## config.mk

```make
export PLATFORM = sky130hd
export DESIGN_NAME = irq_latch_ctrl
export DESIGN_NICKNAME = d
export VERILOG_FILES = /design/src/rtl/irq_latch_pkg.sv /design/src/rtl/irq_sync.sv /design/src/rtl/irq_pend.sv /design/src/rtl/irq_first.sv /design/src/rtl/irq_latch_ctrl.sv
export SDC_FILE = /design/constraint.sdc
export NUM_CORES = 1
export LEC_CHECK = 0
export BUFFER_PORTS_ARGS = -buffer_cell sky130_fd_sc_hd__buf_2
export CORE_UTILIZATION = 50
export CTS_BUF_LIST = sky130_fd_sc_hd__clkbuf_16
export DETAILED_ROUTE_END_ITERATION = 7
export MAX_ROUTING_LAYER = met4
export PLACE_DENSITY = 0.81
export SYNTH_ARGS = -nofsm -noshare
export SYNTH_HDL_FRONTEND = slang
export SYNTH_SLANG_ARGS = --single-unit
```

## constraint.sdc

```tcl
create_clock -name clk -period 1.5 [get_ports clk]
set_clock_uncertainty 0.05 [all_clocks]
set_input_delay 0.075 -clock clk [delete_from_list [all_inputs] [get_ports clk]]
set_output_delay 0.075 -clock clk [all_outputs]
set_load 0.005 [all_outputs]
```

## src/rtl/irq_latch_pkg.sv

```systemverilog
package irq_latch_pkg;
  typedef enum logic {
    SEL_ENABLE  = 1'b0,
    SEL_PENDING = 1'b1
  } acc_sel_e;
endpackage

```

## src/rtl/irq_sync.sv

```systemverilog
module irq_sync #(
  parameter int NUM_LINES = 32,
  parameter int STAGES    = 2
) (
  input  logic                 clk,
  input  logic                 rst,
  input  logic [NUM_LINES-1:0] din,
  output logic [NUM_LINES-1:0] dout
);
  logic [NUM_LINES-1:0] stg_q [STAGES];

  always_ff @(posedge clk) begin
    if (rst) begin
      for (int s = 0; s < STAGES; s++) stg_q[s] <= '0;
    end else begin
      stg_q[0] <= din;
      for (int s = 1; s < STAGES; s++) stg_q[s] <= stg_q[s-1];
    end
  end

  assign dout = stg_q[STAGES-1];
endmodule

```

## src/rtl/irq_pend.sv

```systemverilog
module irq_pend #(
  parameter int                   NUM_LINES = 32,
  parameter logic [NUM_LINES-1:0] EDGE_MAP  = '1
) (
  input  logic                 clk,
  input  logic                 rst,
  input  logic [NUM_LINES-1:0] sync_in,
  input  logic [NUM_LINES-1:0] clr_vec,
  output logic [NUM_LINES-1:0] pend_q,
  output logic [NUM_LINES-1:0] set_vec
);
  logic [NUM_LINES-1:0] prev_q;

  always_ff @(posedge clk) begin
    if (rst) prev_q <= '0;
    else     prev_q <= sync_in;
  end

  // Edge lines fire on 0->1, level lines fire while high.
  for (genvar i = 0; i < NUM_LINES; i++) begin : g_line
    if (EDGE_MAP[i]) begin : g_edge
      assign set_vec[i] = sync_in[i] & ~prev_q[i];
    end else begin : g_level
      assign set_vec[i] = sync_in[i];
    end
  end

  always_ff @(posedge clk) begin
    if (rst) pend_q <= '0;
    else     pend_q <= (pend_q & ~clr_vec) | set_vec;
  end

  // a set in the same cycle as a clear leaves the bit set
  a_r7_set_wins: assert property (@(posedge clk) disable iff (rst)
    (set_vec != '0) |=> ((pend_q & $past(set_vec)) == $past(set_vec)));

  // without a clear no pending bit falls
  a_r3_hold_no_clear: assert property (@(posedge clk) disable iff (rst)
    (clr_vec == '0) |=> (($past(pend_q) & ~pend_q) == '0));
endmodule

```

## src/rtl/irq_first.sv

```systemverilog
module irq_first #(
  parameter int NUM_LINES = 32,
  parameter int IDX_W     = $clog2(NUM_LINES)
) (
  input  logic                 clk,
  input  logic                 rst,
  input  logic [NUM_LINES-1:0] vec,
  output logic [IDX_W-1:0]     idx_q,
  output logic                 vld_q
);
  logic [IDX_W-1:0] idx_c;

  always_comb begin
    idx_c = '0;
    for (int i = NUM_LINES - 1; i >= 0; i--) begin
      if (vec[i]) idx_c = IDX_W'(i);
    end
  end

  always_ff @(posedge clk) begin
    if (rst) begin
      idx_q <= '0;
      vld_q <= 1'b0;
    end else begin
      idx_q <= idx_c;
      vld_q <= |vec;
    end
  end

  // valid flag tracks a non-empty vector one cycle earlier
  a_r10_vld_track: assert property (@(posedge clk) disable iff (rst)
    ##1 (vld_q == $past(vec != '0)));
endmodule

```

## src/rtl/irq_latch_ctrl.sv

```systemverilog
module irq_latch_ctrl
  import irq_latch_pkg::*;
#(
  parameter int                   NUM_LINES   = 32,
  parameter int                   SYNC_STAGES = 2,
  parameter bit                   CLR_ON_ONE  = 1'b1,
  parameter logic [NUM_LINES-1:0] EDGE_MAP    = 32'h0000_FFFF,
  parameter int                   IDX_W       = $clog2(NUM_LINES)
) (
  input  logic                 clk,
  input  logic                 rst,
  input  logic [NUM_LINES-1:0] line_in,
  input  logic                 acc_wr,
  input  logic                 acc_rd,
  input  logic                 acc_sel,
  input  logic [NUM_LINES-1:0] acc_wdata,
  output logic [NUM_LINES-1:0] acc_rdata,
  output logic                 irq_req,
  output logic [IDX_W-1:0]     first_idx,
  output logic                 first_vld
);
  logic [NUM_LINES-1:0] sync_w;
  logic [NUM_LINES-1:0] pend_w;
  logic [NUM_LINES-1:0] set_w;
  logic [NUM_LINES-1:0] clr_w;
  logic [NUM_LINES-1:0] enable_q;
  logic [NUM_LINES-1:0] live_w;
  logic                 pend_wr;

  irq_sync #(.NUM_LINES(NUM_LINES), .STAGES(SYNC_STAGES)) sync_i (
    .clk(clk), .rst(rst), .din(line_in), .dout(sync_w)
  );

  assign pend_wr = acc_wr && (acc_sel == SEL_PENDING);

  if (CLR_ON_ONE) begin : g_clr_one
    assign clr_w = pend_wr ? acc_wdata : '0;
  end else begin : g_clr_zero
    assign clr_w = pend_wr ? ~acc_wdata : '0;
  end

  irq_pend #(.NUM_LINES(NUM_LINES), .EDGE_MAP(EDGE_MAP)) pend_i (
    .clk(clk), .rst(rst), .sync_in(sync_w), .clr_vec(clr_w),
    .pend_q(pend_w), .set_vec(set_w)
  );

  always_ff @(posedge clk) begin
    if (rst)                                    enable_q <= '0;
    else if (acc_wr && acc_sel == SEL_ENABLE)   enable_q <= acc_wdata;
  end

  assign live_w = pend_w & enable_q;

  always_ff @(posedge clk) begin
    if (rst) begin
      irq_req   <= 1'b0;
      acc_rdata <= '0;
    end else begin
      irq_req <= |live_w;
      if (acc_rd) acc_rdata <= (acc_sel == SEL_PENDING) ? pend_w : enable_q;
    end
  end

  irq_first #(.NUM_LINES(NUM_LINES), .IDX_W(IDX_W)) first_i (
    .clk(clk), .rst(rst), .vec(live_w), .idx_q(first_idx), .vld_q(first_vld)
  );

  // enable register is empty right after reset
  a_r1_enable_reset: assert property (@(posedge clk) disable iff (rst)
    $past(rst) |-> (enable_q == '0));

  // nothing enabled and pending means no request next cycle
  a_r2_masked_quiet: assert property (@(posedge clk) disable iff (rst)
    (live_w == '0) |=> !irq_req);

  // request and valid flag agree
  a_r10_req_vld: assert property (@(posedge clk) disable iff (rst)
    irq_req == first_vld);

  // in inverted mode an all-ones write never drops a bit
  a_r6_ones_keep: assert property (@(posedge clk) disable iff (rst)
    (!CLR_ON_ONE && pend_wr && acc_wdata == '1) |=>
      (($past(pend_w) & ~pend_w) == '0));
endmodule

```

==> out/results.txt, run 1 <==
status -> finished clean
xor/xnor share of the synthesized area -> 0%
maximum vdd drop -> 815 uV
Finished Core Util -> 67.1%
Core Footprint -> 12600 sq um
max incr delay on CP -> 330 ps
Ant. Diodes -> 0
Vias/cell -> 5.18
latest clock arrival within the worst-skew pair -> 420 ps
largest area contributor in the netlist -> dfxtp_1
Post-Layout Cell Count -> 1049
Synth Area in Adders -> 0%
All-Layer GR Usage -> 24.1%
die height -> 116 um
number of flops mapped to enable cells by yosys -> 0
Fin. Hold Viols -> 0
PortBufs -> 107
fmax -> 672 MHz
CP Launch Type -> flop
Worst Hold Launch -> acc_rd
Unique masters post-synth -> 29
Synth Area in Simple Gates -> 22.2%
Worst EP arrival -> 1740 ps
ratio of cells with drive above 1 in the final layout -> 18.4%
Mapped Area -> 6450 sq um
RSZ-0062 raised after global routing -> yes
Worst Setup End Kind -> flop
antenna-violating nets left -> 0
DR iter-0 viols -> 485
Worst-path clk slew -> 70 ps
initial antenna violation count -> 0
post-synthesis sequential area ratio -> 56.5%
routed len/inst -> 14.7 um
worst rel slew slack -> 73.1%
final setup TNS -> 0 ps
Pleak -> 3.56 nW
dominant cells by area after synthesis -> dfxtp_1 (56%), nor2b_1 (9.4%), nand2_1 (7.2%)
die width -> 116 um
Initial Util -> 51.1%
CTS tree -> yes
worst slew pin tran -> 404 ps
Synth Net Count -> 770
post-synthesis cell count -> 701
TritonRoute pass-1 iters -> 6
Pwr Density -> 1240 nW/um^2
H-tree depth -> 4
TritonCTS Buffers -> 17
most frequent cells in the layout -> dfxtp_1 (178), nand2_1 (123), buf_2 (106)
worst path cell trace -> buf_4 -> a22o_2 -> nor2_1 -> nand3_1 -> nor4_2 -> a21oi_1
clk root buf -> clkbuf_16
multiplexer share of the synthesized area -> 4.96%
first-pass GRT wire length -> 24000 um
Core Rows -> 41
Synth Area in Compound Gates -> 13.5%
grt ovf -> 0
ys async rst share -> 0%
endpoints failing setup -> 0
Synth Register Bits -> 182
Final min period -> 1490 ps
DP HPWL -> 9340 um
CP required -> 1750 ps
Main synth FF type -> dfxtp_1
flop2flop setup slack -> 10 ps
total routed wirelength -> 15400 um
pre-CTS WS -> 7.69 ps
CTS max path bufs -> 2
DR vias -> 5438
Ports -> 108
WS Path Type -> reg2reg
Synth top area share -> 56.5%
final net count -> 933
Critical Path Start -> enable_q[29]$_SDFFE_PP0P_
Period Utilization, post-route -> 99.2%
RePlAce Congestion -> 0.835
die area -> 13400 sq um
Slew Limit Fails -> 0
Hold Slack -> 93.5 ps
crit path max-delay cell type -> dfxtp_2
Final WS setup -> 11.9 ps
reg2reg start -> enable_q[29]$_SDFFE_PP0P_
P&R area growth vs syn -> 31.2%
worst-path maximum fanout -> 3
maxcap violations -> 0
most common cell after layout, fill and taps aside -> dfxtp_1
Clock Sinks -> 182
vias in the first global route -> 5037
worst min path class -> in2reg
largest family of logic cells by synthesized area -> simple AND/OR/NAND/NOR gates
Post-route DRC -> 0
YS warnings -> 0
Avg Cell Area, Syn -> 9.20 sq um
pin count of the biggest net entering global routing -> 75
DP Cell Count -> 948
-- timing repair --
| item | CTS | global route |
|---|---|---|
| setup buffers | 0 | 2 |
| hold buffers | 67 | 0 |
| setup endpoints to repair | 1 | 5 |
| endpoints found under the hold margin | 97 | 0 |
| pin swaps | 1 | 5 |
| gates resized for setup | 1 | 8 |
-- path summary, 6_finish.rpt --
path,endpoint,cells past startpoint
worst min-delay path,acc_rdata[2]$_SDFFE_PP0P_,3
worst max register to register,irq_req$_SDFF_PP0_,6
worst max-delay path,irq_req$_SDFF_PP0_,6
worst min register to register,sync_i.stg_q[0][38]$_SDFF_PP0_,1
-- sequential cells by signal, summed over array words and instances, names as in the netlist --
signal	count
irq_req	1
enable_q	32
pend_i.prev_q	16
pend_i.pend_q	32
first_i.idx_q	5
acc_rdata	32
sync_i.stg_q	64
-- where the power goes --
group | leakage, nW | switching, mW | internal (mW)
Combinational | 1.77 | 0.441 | 0.472
Sequential | 1.50 | 0.154 | 5.07
Clock | 0.291 | 1.99 | 2.36
Total | 3.56 | 2.58 | 7.91
-- metal layers --
layer  global-route usage (%)  part of all wire [%]  routed length [um]  up-vias
li1                         -                     -                   -     2672
met5                        -                     0                   0        -
met1                     30.2                    42                6540     2425
met2                     37.4                    46                7100      283
met3                     4.65                   8.0                1240       58
met4                     11.7                   3.5                 536        0
-- critical path: cells and delay by family, from the launching register on --
kind,cells,cell delay (ps)
buffers and inverters,1,130
AOI/OAI and AO/OA,2,360
DFF,1,330
and+or+nand+nor,3,490
-- Yosys cell counts, drive strengths merged, types with 4 or more instances --
library cell    n
a211oi         33
a21oi          70
a22o            5
a22oi           9
a32o            5
buf            24
clkbuf         19
dfxtp         182
mux2i          32
nand2         123
nand3           6
nor2           68
nor2b          97
o21ai           4
-- layout make-up --
| type | instances | area [sq um] |
|---|---|---|
| repair buffers | 187 | 1370 |
| clock buffers | 17 | 425 |
| multi-input cells | 476 | 2650 |
| fillers | 937 | 4150 |
| well taps | 172 | 215 |
| flip-flops and latches | 182 | 3650 |
| clock inverters | 15 | 158 |
-- per-stage QoR --
stage / total power, mW / area, sq um
global placement: 6.05 / 7170
floorplan: 5.76 / 6450
finish: 10.5 / 8470
detailed placement: 6.07 / 7170
CTS: 10.5 / 8430
global route: 10.9 / 8470
-- cell families after synthesis --
logic type             Yosys count
muxes                           32
and+or+nand+nor                307
AOI/OAI and AO/OA              137
DFF                            182
buffers and inverters           43
(Power assumes the default switching activity.)
==> run 2, diff against run 1 <==
--- a/config.mk
+++ b/config.mk
@@ -11,6 +11,7 @@
 export DETAILED_ROUTE_END_ITERATION = 7
 export MAX_ROUTING_LAYER = met4
 export PLACE_DENSITY = 0.81
+export SETUP_SLACK_MARGIN = 0.5
 export SYNTH_ARGS = -nofsm -noshare
 export SYNTH_HDL_FRONTEND = slang
 export SYNTH_SLANG_ARGS = --single-unit
==> run 2 against run 1 <==
Effect of this change: critical path depth shrank 1; count of clock-buffer cells in the layout is the same; sequential power grew 0.8%; routed wire length grew 7.0%; global-route usage grew 1.5 points; via count grew 2.9%; sequential share of layout area shrank 0.84 points; combinational power grew 6.8%.
==> out/results.txt, run 2 (synthesized netlist as in run 1, its figures left out) <==
switching pwr -> 2.55 mW (-1.2%)
die height -> 116 um (unchanged)
endpoints failing setup -> 0 (unchanged)
flop2flop setup slack -> 9 ps (about the same)
All-Layer GR Usage -> 25.6% (+1.5 points)
met3 WL -> 1490 um (+21%)
hold path cells -> 4 (+1)
PortBufs -> 107 (unchanged)
worst-case reg-to-reg path depth -> 5 (-1)
Worst EP arrival -> 1750 ps (about the same)
met2 routed WL -> 7700 um (+8.4%)
Post-route DRC -> 0 (unchanged)
CP required -> 1760 ps (about the same)
clk root buf -> clkbuf_16
Hold Slack -> 35.2 ps (-58.2 ps)
worst rel slew slack -> 57.8% (-15 points)
share of power burned in registers -> 49.3% (-0.5 points)
switch share -> 24.0% (-0.67 points)
die area -> 13400 sq um (unchanged)
Fin. Hold Viols -> 0 (unchanged)
fmax -> 671 MHz (-0.21%)
Biggest register -> sync_i.stg_q
most frequent cells in the layout -> dfxtp_1 (133), nand2_1 (123), nor2b_1 (96)
routed len/inst -> 15.6 um (+6.2%)
TritonCTS Buffers -> 17 (unchanged)
maximum vdd drop -> 768 uV (-5.7%)
Core Footprint -> 12600 sq um (unchanged)
P&R area growth vs syn -> 36.0%
max FFs per register -> 64 (unchanged)
most common cell after layout, fill and taps aside -> dfxtp_1
Internal Pwr Total -> 8.10 mW (+2.5%)
Core Rows -> 41 (unchanged)
H-tree depth -> 4 (unchanged)
clock share of power -> 41.5% (about the same)
Clock Sinks -> 182 (unchanged)
grt ovf -> 0 (unchanged)
RePlAce Congestion -> 0.846 (+1.3%)
CP Launch Type -> flop
Worst Setup End Kind -> flop
WS Path Type -> reg2reg
DP HPWL -> 9260 um (-0.79%)
TritonRoute pass-1 iters -> 7 (+1)
combinational share of power -> 9.2% (+0.5 points)
first-pass GRT wire length -> 25400 um (+5.8%)
DR vias -> 5594 (+2.9%)
worst min path class -> in2reg
RSZ-0062 raised after global routing -> yes
Final min period -> 1490 ps (+3.08 ps)
top routing layer used -> met4
ratio of cells with drive above 1 in the final layout -> 25.6% (+7.2 points)
status -> finished clean
Worst-path clk slew -> 70 ps (about the same)
total routed wirelength -> 16500 um (+7.0%)
final setup TNS -> 0 ps (unchanged)
antenna-violating nets left -> 0 (unchanged)
DR iter-0 viols -> 478 (-1.4%)
worst slew pin tran -> 633 ps (+229 ps)
DRT met1 WL -> 6600 um (+0.89%)
RR Endpoint -> first_i.idx_q[0]$_SDFF_PP0_
Pwr Density -> 1210 nW/um^2 (-2.1%)
Pleak -> 3.70 nW (+3.7%)
worst-path maximum fanout -> 4 (+1)
final net count -> 939 (+0.64%)
Vias/cell -> 5.29 (+2.1%)
CTS max path bufs -> 2 (unchanged)
CTS tree -> yes
Ports -> 108 (unchanged)
initial antenna violation count -> 2 (+2)
die width -> 116 um (unchanged)
Hold EP -> first_i.idx_q[0]$_SDFF_PP0_
latest clock arrival within the worst-skew pair -> 420 ps (about the same)
reg2reg start -> enable_q[29]$_SDFFE_PP0P_
Initial Util -> 51.1% (unchanged)
Finished Core Util -> 69.6% (+2.5 points)
Period Utilization, post-route -> 99.4% (+0.21 points)
maxcap violations -> 0 (unchanged)
Worst Hold Launch -> rst
vias in the first global route -> 5165 (+2.5%)
pin count of the biggest net entering global routing -> 74 (-1.3%)
Slew Limit Fails -> 0 (unchanged)
==> run 2: changes by cell type in the layout (fill, tap and decap cells not counted), sizes merged <==
cell          previous run  this run
bufinv                   1         2
buf                    120       126
clkinv                   3         1
dlygate4sd3             67        65
diode                    0         2
dlymetal6s4s             0         2
inv                     11        10
clkinvlp                 0         2
==> run 2: stage by stage <==
stage / worst slack [ps] / total power [mW] / area, sq um / instances
after floorplan: 201 / 5.77 / 6490 / 701
after global placement: 120 / 6.04 / 7160 / 947
after detailed placement: 45.1 / 6.06 / 7160 / 947
after CTS: 42.3 / 10.6 / 8510 / 1048
after global routing: -44.5 / 11.0 / 8780 / 1057
final: 8.86 / 10.7 / 8780 / 1057
==> run 2: worst max path at each step <==
stage                            startpoint                     endpoint  slack, ps  cells after the start
2_1_floorplan     enable_q[29]$_SDFFE_PP0P_  first_i.idx_q[0]$_SDFF_PP0_        200                      5
3_3_place_gp      enable_q[29]$_SDFFE_PP0P_  first_i.idx_q[0]$_SDFF_PP0_        120                      5
3_5_place_dp   pend_i.pend_q[27]$_SDFF_PP0_  first_i.idx_q[0]$_SDFF_PP0_         50                      5
4_1_cts           enable_q[29]$_SDFFE_PP0P_  first_i.idx_q[0]$_SDFF_PP0_         40                      5
5_1_grt           enable_q[29]$_SDFFE_PP0P_  first_i.idx_q[0]$_SDFF_PP0_        -40                      5
6_report          enable_q[29]$_SDFFE_PP0P_  first_i.idx_q[0]$_SDFF_PP0_          9                      5
==> run 2: critical path, stage by stage (launching register included) <==
cell       delay (ps)
dfxtp_2           350
a22o_1            260
a31oi_1           200
o2111ai_2         140
a2111oi_2         320
nor2_1             70
==> run 2: metal layers <==
metal	track usage [%]	vias to the layer above
li1	-	2696
met1	31.1	2522
met2	39.8	308
met3	5.75	68
met4	13.5	0
met5	-	-
==> run 2: final cells by class <==
class | count | area [sq um]
Clock inverter | 15 | 169
Fill cell | 927 | 3840
Antenna cell | 2 | 5.00
Multi-Input combinational cell | 476 | 2770
Clock buffer | 17 | 425
Sequential cell | 182 | 3710
Timing Repair Buffer | 193 | 1480
Tap cell | 172 | 215
==> run 2: repair_timing <==
action,CTS,global route
setup buffers,2,7
gates resized for setup,28,59
endpoints found under the setup margin,22,57
endpoints found under the hold margin,113,0
hold buffers,67,0
pin swaps,6,12
==> run 2: power groups by stage <==
stage / clock network, mW / logic (mW) / registers, mW
floorplan: 0 / 0.478 / 5.29
global placement: 0 / 0.727 / 5.31
detailed placement: 0 / 0.737 / 5.32
CTS: 4.46 / 0.885 / 5.23
global route: 4.66 / 1.07 / 5.28
finish: 4.42 / 0.976 / 5.26
